[src/rtl/sarseq_pkg.sv]
// Shared types for the SAR conversion sequencer.
// Assumes: one sequencer clock equals half a converter clock.
package sarseq_pkg;

    typedef enum logic [1:0] {
        PH_IDLE = 2'd0,
        PH_AMP  = 2'd1,
        PH_TRK  = 2'd2,
        PH_HOLD = 2'd3
    } phase_t;

    typedef struct packed {
        logic       valid;
        logic       gnd_ref;
        logic [2:0] sig;
        logic [2:0] refc;
    } chan_sel_t;

endpackage

[src/rtl/sarseq_decode.sv]
// Channel code decoder.
// Maps a 4-bit code to signal/reference mux selections.
// Single-ended codes 0-7, differential pairs 8-11, reserved 12-15.
// Assumes: purely combinational, the caller latches the code.
module sarseq_decode
    import sarseq_pkg::*;
(
    input  logic [3:0] code,
    output chan_sel_t  sel
);

    // Decode the code into mux controls
    always_comb begin
        sel = '0;
        if (!code[3]) begin
            sel.valid   = 1'b1;
            sel.gnd_ref = 1'b1;
            sel.sig     = code[2:0];
        end else if (!code[2]) begin
            sel.valid   = 1'b1;
            sel.sig     = {code[1:0], 1'b0};
            sel.refc    = {code[1:0], 1'b1};
        end
    end

endmodule

[src/rtl/sarseq_timer.sv]
// Phase timer for the conversion.
// Runs amplify (gain 16 only), track, then hold with W bit
// decisions of two cycles each, MSB index first.
// Assumes: start is only acted on in the idle phase.
module sarseq_timer
    import sarseq_pkg::*;
#(
    parameter int W      = 10,
    parameter int AMP_HP = 21,
    parameter int TRK_HP = 12
) (
    input  logic                 clk,
    input  logic                 rst_n,
    input  logic                 start,
    input  logic                 gain_hi,
    output phase_t               phase,
    output logic [$clog2(W)-1:0] bit_idx,
    output logic                 launch,
    output logic                 strobe,
    output logic                 last
);

    localparam int MAXHP = (AMP_HP > TRK_HP) ? AMP_HP : TRK_HP;
    localparam int CW    = $clog2(MAXHP + 1);
    localparam int IW    = $clog2(W);

    logic [CW-1:0] cnt;
    logic          half;

    // Strobe and launch decode
    always_comb begin
        launch = start && (phase == PH_IDLE);
        strobe = (phase == PH_HOLD) && half;
        last   = strobe && (bit_idx == '0);
    end

    // Phase state machine and counters
    always_ff @(posedge clk) begin
        if (!rst_n) begin
            phase   <= PH_IDLE;
            cnt     <= '0;
            half    <= 1'b0;
            bit_idx <= '0;
        end else begin
            case (phase)
                PH_IDLE: if (start) begin
                    phase <= gain_hi ? PH_AMP : PH_TRK;
                    cnt   <= '0;
                end
                PH_AMP: begin
                    if (cnt == CW'(AMP_HP - 1)) begin
                        phase <= PH_TRK;
                        cnt   <= '0;
                    end else begin
                        cnt <= cnt + 1'b1;
                    end
                end
                PH_TRK: begin
                    if (cnt == CW'(TRK_HP - 1)) begin
                        phase   <= PH_HOLD;
                        cnt     <= '0;
                        half    <= 1'b0;
                        bit_idx <= IW'(W - 1);
                    end else begin
                        cnt <= cnt + 1'b1;
                    end
                end
                PH_HOLD: begin
                    half <= ~half;
                    if (half) begin
                        if (bit_idx == '0) phase <= PH_IDLE;
                        else               bit_idx <= bit_idx - 1'b1;
                    end
                end
                default: phase <= PH_IDLE;
            endcase
        end
    end

endmodule

[src/rtl/sarseq_sar.sv]
// Successive-approximation register.
// Holds the kept bits, forms the trial code and captures the result.
// Assumes: strobe marks the last cycle of each bit decision.
module sarseq_sar #(
    parameter int W = 10
) (
    input  logic                 clk,
    input  logic                 rst_n,
    input  logic                 launch,
    input  logic                 in_hold,
    input  logic                 strobe,
    input  logic                 last,
    input  logic [$clog2(W)-1:0] bit_idx,
    input  logic                 comp,
    input  logic                 keep,
    output logic [W-1:0]         dac_code,
    output logic [W-1:0]         result,
    output logic                 done
);

    logic [W-1:0] acc;
    logic [W-1:0] trial;

    // Trial bit and DAC code
    always_comb begin
        trial    = W'(1) << bit_idx;
        dac_code = in_hold ? (acc | trial) : '0;
    end

    // Accumulate kept bits and publish the result
    always_ff @(posedge clk) begin
        if (!rst_n) begin
            acc    <= '0;
            result <= '0;
            done   <= 1'b0;
        end else begin
            done <= last;
            if (launch) acc <= '0;
            else if (strobe && comp) acc <= acc | trial;
            if (last) result <= keep ? (acc | (comp ? trial : '0)) : '0;
        end
    end

endmodule

[src/rtl/sarseq_top.sv]
// SAR conversion sequencer top.
// Latches channel code at start, drives mux and phase controls,
// runs the binary search and pulses done with the result.
// Assumes: clk is twice the converter clock, comp_in is synchronous.
module sarseq_top
    import sarseq_pkg::*;
#(
    parameter int W      = 10,
    parameter int AMP_HP = 21,
    parameter int TRK_HP = 12
) (
    input  logic         clk,
    input  logic         rst_n,
    input  logic         start,
    input  logic         gain_hi,
    input  logic [3:0]   chan_code,
    input  logic         comp_in,
    output logic         busy,
    output logic         amp_on,
    output logic         track_on,
    output logic         hold_on,
    output logic         mux_valid,
    output logic [2:0]   sig_sel,
    output logic [2:0]   ref_sel,
    output logic         ref_is_gnd,
    output logic [W-1:0] dac_code,
    output logic [W-1:0] result,
    output logic         done
);

    localparam int IW = $clog2(W);

    phase_t        phase;
    logic [IW-1:0] bit_idx;
    logic          launch, strobe, last;
    logic [3:0]    code_q;
    chan_sel_t     sel;

    // Capture the channel code on an accepted start
    always_ff @(posedge clk) begin
        if (!rst_n)      code_q <= '0;
        else if (launch) code_q <= chan_code;
    end

    sarseq_decode u_dec (
        .code (code_q),
        .sel  (sel)
    );

    sarseq_timer #(.W(W), .AMP_HP(AMP_HP), .TRK_HP(TRK_HP)) u_tmr (
        .clk     (clk),
        .rst_n   (rst_n),
        .start   (start),
        .gain_hi (gain_hi),
        .phase   (phase),
        .bit_idx (bit_idx),
        .launch  (launch),
        .strobe  (strobe),
        .last    (last)
    );

    sarseq_sar #(.W(W)) u_sar (
        .clk      (clk),
        .rst_n    (rst_n),
        .launch   (launch),
        .in_hold  (hold_on),
        .strobe   (strobe),
        .last     (last),
        .bit_idx  (bit_idx),
        .comp     (comp_in),
        .keep     (sel.valid),
        .dac_code (dac_code),
        .result   (result),
        .done     (done)
    );

    // Phase and mux outputs
    always_comb begin
        busy       = (phase != PH_IDLE);
        amp_on     = (phase == PH_AMP);
        track_on   = (phase == PH_TRK);
        hold_on    = (phase == PH_HOLD);
        mux_valid  = busy && sel.valid;
        sig_sel    = mux_valid ? sel.sig  : '0;
        ref_sel    = mux_valid ? sel.refc : '0;
        ref_is_gnd = mux_valid && sel.gnd_ref;
    end

endmodule

[config.mk]
export PLATFORM = sky130hd
export DESIGN_NAME = sarseq_top
export DESIGN_NICKNAME = d
export VERILOG_FILES = /design/src/rtl/sarseq_pkg.sv /design/src/rtl/sarseq_decode.sv /design/src/rtl/sarseq_timer.sv /design/src/rtl/sarseq_sar.sv /design/src/rtl/sarseq_top.sv
export SDC_FILE = /design/constraint.sdc
export NUM_CORES = 1
export LEC_CHECK = 0
export ABC_AREA = 1
export CAP_MARGIN = 20
export CELL_PAD_IN_SITES_DETAIL_PLACEMENT = 1
export CELL_PAD_IN_SITES_GLOBAL_PLACEMENT = 2
export CORE_UTILIZATION = 25
export DETAILED_ROUTE_END_ITERATION = 16
export PLACE_DENSITY_LB_ADDON = 0.05
export SLEW_MARGIN = 0
export SYNTH_ARGS = -nofsm -noshare
export SYNTH_HDL_FRONTEND = slang
export SYNTH_HIERARCHICAL = 1
export SYNTH_SLANG_ARGS = --single-unit
[constraint.sdc]
create_clock -name clk -period 2 [get_ports clk]
set_input_delay 0.6 -clock clk [delete_from_list [all_inputs] [get_ports clk]]
set_output_delay 0.6 -clock clk [all_outputs]
set_load 0.03 [all_outputs]
==> reports/metrics.csv <==
stage,metric,value,unit
clock_network,htreeDepth,2,
clock_network,cts-root-buf,clkbuf_8,
critical_path,crit_path_start_kind,flip-flop,
synth,syn_inst,339,
synth,yosysSeqAreaShare,35.2,%
critical_path,ff2ff_path_depth,11,
final_layout,multi_input_area,1170,um^2
final_layout,nFillCells,1073,
sta,period_share,99.1,%
clock_network,postCtsHoldBufs,0,
detailed_routing,routedWlPerCell,12.3,um
clock_network,clock_sinks,37,
floorplanning,die_w,93.7,um
floorplanning,row_count,33,
floorplanning,die_area,8780,um^2
global_routing,track_usage,15.4,%
pwr,power_density,981,nW/um^2
synth,ys_seq_elements,37,
critical_path,worstSetupEndpoint,dac_code[4],
floorplanning,start_util,25.7,%
sta,min_period,1.98,ns
synth,synth.largest_area_cell,dfxtp_1,
global_routing,overflow,0,
sta,hold_viol_final,0,
synth,synth_warnings,6,
outcome,status,finished clean,
clock_network,cts.clk_slew.worst_paths,0.08,ns
synth,yosysMostFrequentCell,nand2_1,
detailed_routing,viasPerCell,4.25,
global_routing,grt_start_max_net_pins,12,
floorplanning,ios,42,
synth,yosys-top-cells-count,"nand2_1 (87), inv_1 (65), nor2_1 (49), dfxtp_1 (37), a21oi_1 (32)",
detailed_routing,routed_wl,6.29,mm
sta,setup_slack,0.0182,ns
critical_path,worst-endpoint-arrival,1.38,ns
detailed_routing,vias,2174,
sta,clock.fmax,0.505,GHz
critical_path,startpoint,u_tmr/bit_idx[2],
sta,slew_violations,0,
pwr,vdd_drop_max,0.602,mV
synth,yosysUniqueCellTypes,24,
synth,ys_top_cells_by_area,"dfxtp_1 (35%), nand2_1 (16%), inv_1 (12%)",
detailed_routing,first_pass_iters,4,
clock_network,cts_inserted_buffers,5,
clock_network,insertion_delay,0.29,ns
final_layout,seq_area,764,um^2
place,pre_cts_ws,0.115,ns
global_routing,antenna_found_initial,0,
final_layout,stdcell_area,2950,um^2
place,port_buffers,41,
clock_network,clockBufferDepth,2,
pwr,p_leak,1.33,nW
critical_path,reg2reg_to,u_sar/result[9],
critical_path,critical_path_class,reg2out,
final_layout,num_antenna_cells,0,
place,place_congestion,0.771,
run,max-cap-violations,0,
synth,yosys.area.top_type_share,35.2,%
clock_network,cts_tree,yes,
place,dpl.hpwl,4.88,mm
sta,finClkSkew,0.0103,ns
critical_path,rr_startpoint,u_tmr/bit_idx[0],
detailed_routing,drcViolationCount,0,
sta,rsz0062_at_grt,yes,
sta,tightest_slew,0.349,ns
critical_path,r2r_slack,0.21,ns
sta,slew_headroom,76.7,%
synth,ys.flop_type,dfxtp_1,
min_path,worstHoldPathType,reg2reg,
floorplanning,die_y,93.7,um
final_layout,drive_gt1_share,24.1,%
floorplanning,core,8180,um^2
final_layout,final_nets,423,
final_layout,area_delta_synth_final,40.4,%
global_routing,grt_pass1_vias,2118,
synth,syn_nets,357,
synth,async_flop_share,0,%
place,placed_area,2700,um^2
critical_path,cp-end-kind,output pin,
detailed_routing,ant_nets,0,
synth,syn_area,2100,um^2
min_path,hold_path_depth,2,
sta,setup_viol,0,
synth,avgSynthCellArea,6.20,um^2
detailed_routing,drt_iter0_drc,38,
critical_path,required,1.40,ns
global_routing,grt_first_pass_wirelength,10.3,mm
synth,synth_edf_count,0,
critical_path,cp_max_fo,4,
sta,tns,0,ns
-- cell families (layout without fill, tap and decap cells) --
family          after synthesis  after routing  synth area share (%)
simple gates                166            166                  32.4
buf+inv                      74            141                  13.3
compound gates               50             50                  12.5
flops                        37             37                  35.2
fa+ha+maj                     9              9                  5.35
xor+xnor                      2              2                 0.833
mux                           1              1                 0.476
-- worst max-delay path: stages (launching register included) --
cell,delay (ns)
dfxtp_4,0.40
inv_2,0.05
nor2_4,0.14
nand2_1,0.11
nand2_1,0.09
inv_1,0.06
nor2_2,0.10
buf_6,0.14
-- report_power, final --
part / total (mW) / internal (mW) / switching [mW]
Sequential: 0.932 / 0.823 / 0.109
Combinational: 1.45 / 0.534 / 0.915
Clock: 0.516 / 0.242 / 0.274
Total: 2.90 / 1.60 / 1.30
-- layout by cell type, fill, tap and decap left out, types with 5 or more instances in the layout --
cell | synthesis | layout
nor3_1 | 8 | 7
dfxtp_1 | 37 | 30
ha_1 | 9 | 9
nor2_4 | 1 | 7
nor2_2 | 5 | 8
nor2_1 | 49 | 40
clkdlybuf4s50_1 | 0 | 19
inv_2 | 4 | 10
nand3_1 | 10 | 10
nand2_2 | 4 | 14
a21oi_1 | 32 | 32
o21ai_0 | 14 | 14
dfxtp_4 | 0 | 6
buf_4 | 0 | 35
nand2_1 | 87 | 77
inv_1 | 65 | 59
clkbuf_8 | 0 | 5
-- repair_timing --
action	CTS	global route
pin swaps	0	6
setup buffers	0	6
endpoints found under the setup margin	12	14
resized for setup	8	45
-- layout make-up --
class,instances,area share [%]
flip-flops and latches,37,25.9
well taps,105,4.45
clock inverters,2,0.339
inverters,72,9.24
clock buffers,6,2.46
repair buffers,61,18.1
multi-input cells,228,39.5
-- worst min path at each step --
stage / endpoint / startpoint / slack, ns
global placement: u_sar/result[9] / u_sar/result[9] / 0.45
global route: u_sar/result[1] / u_sar/result[1] / 0.50
CTS: u_sar/result[6] / u_sar/result[6] / 0.47
detailed placement: u_sar/result[8] / u_sar/result[8] / 0.46
finish: u_sar/result[8] / u_sar/result[8] / 0.47
floorplan: code_q[0] / code_q[0] / 0.46
-- registers in the layout, summed over array words and instances (netlist names) --
signal         flops
u_sar/acc         10
u_sar/done         1
u_sar/result      10
u_tmr/half         1
u_tmr/bit_idx      4
code_q             4
u_tmr/phase        2
u_tmr/cnt          5
-- through the flow --
step	utilization [%]	cells	hold WS (ns)	power, mW
floorplan	-	339	0.463	1.79
global placement	33.1	497	0.451	2.26
detailed placement	33.1	497	0.459	2.26
CTS	34.2	505	0.471	2.80
global route	36.1	511	0.497	3.15
finish	36.1	511	0.468	2.90
-- metal layers --
layer	part of all wire, %	up-vias	global-route usage [%]	wire length, um
met4	1.4	0	4.87	91
li1	-	1155	-	-
met3	2.8	6	2.75	173
met5	0	-	0	0
met2	45	33	25.5	2850
met1	50	980	20.2	3170
Note: power is estimated with default switching activity, not from simulation.
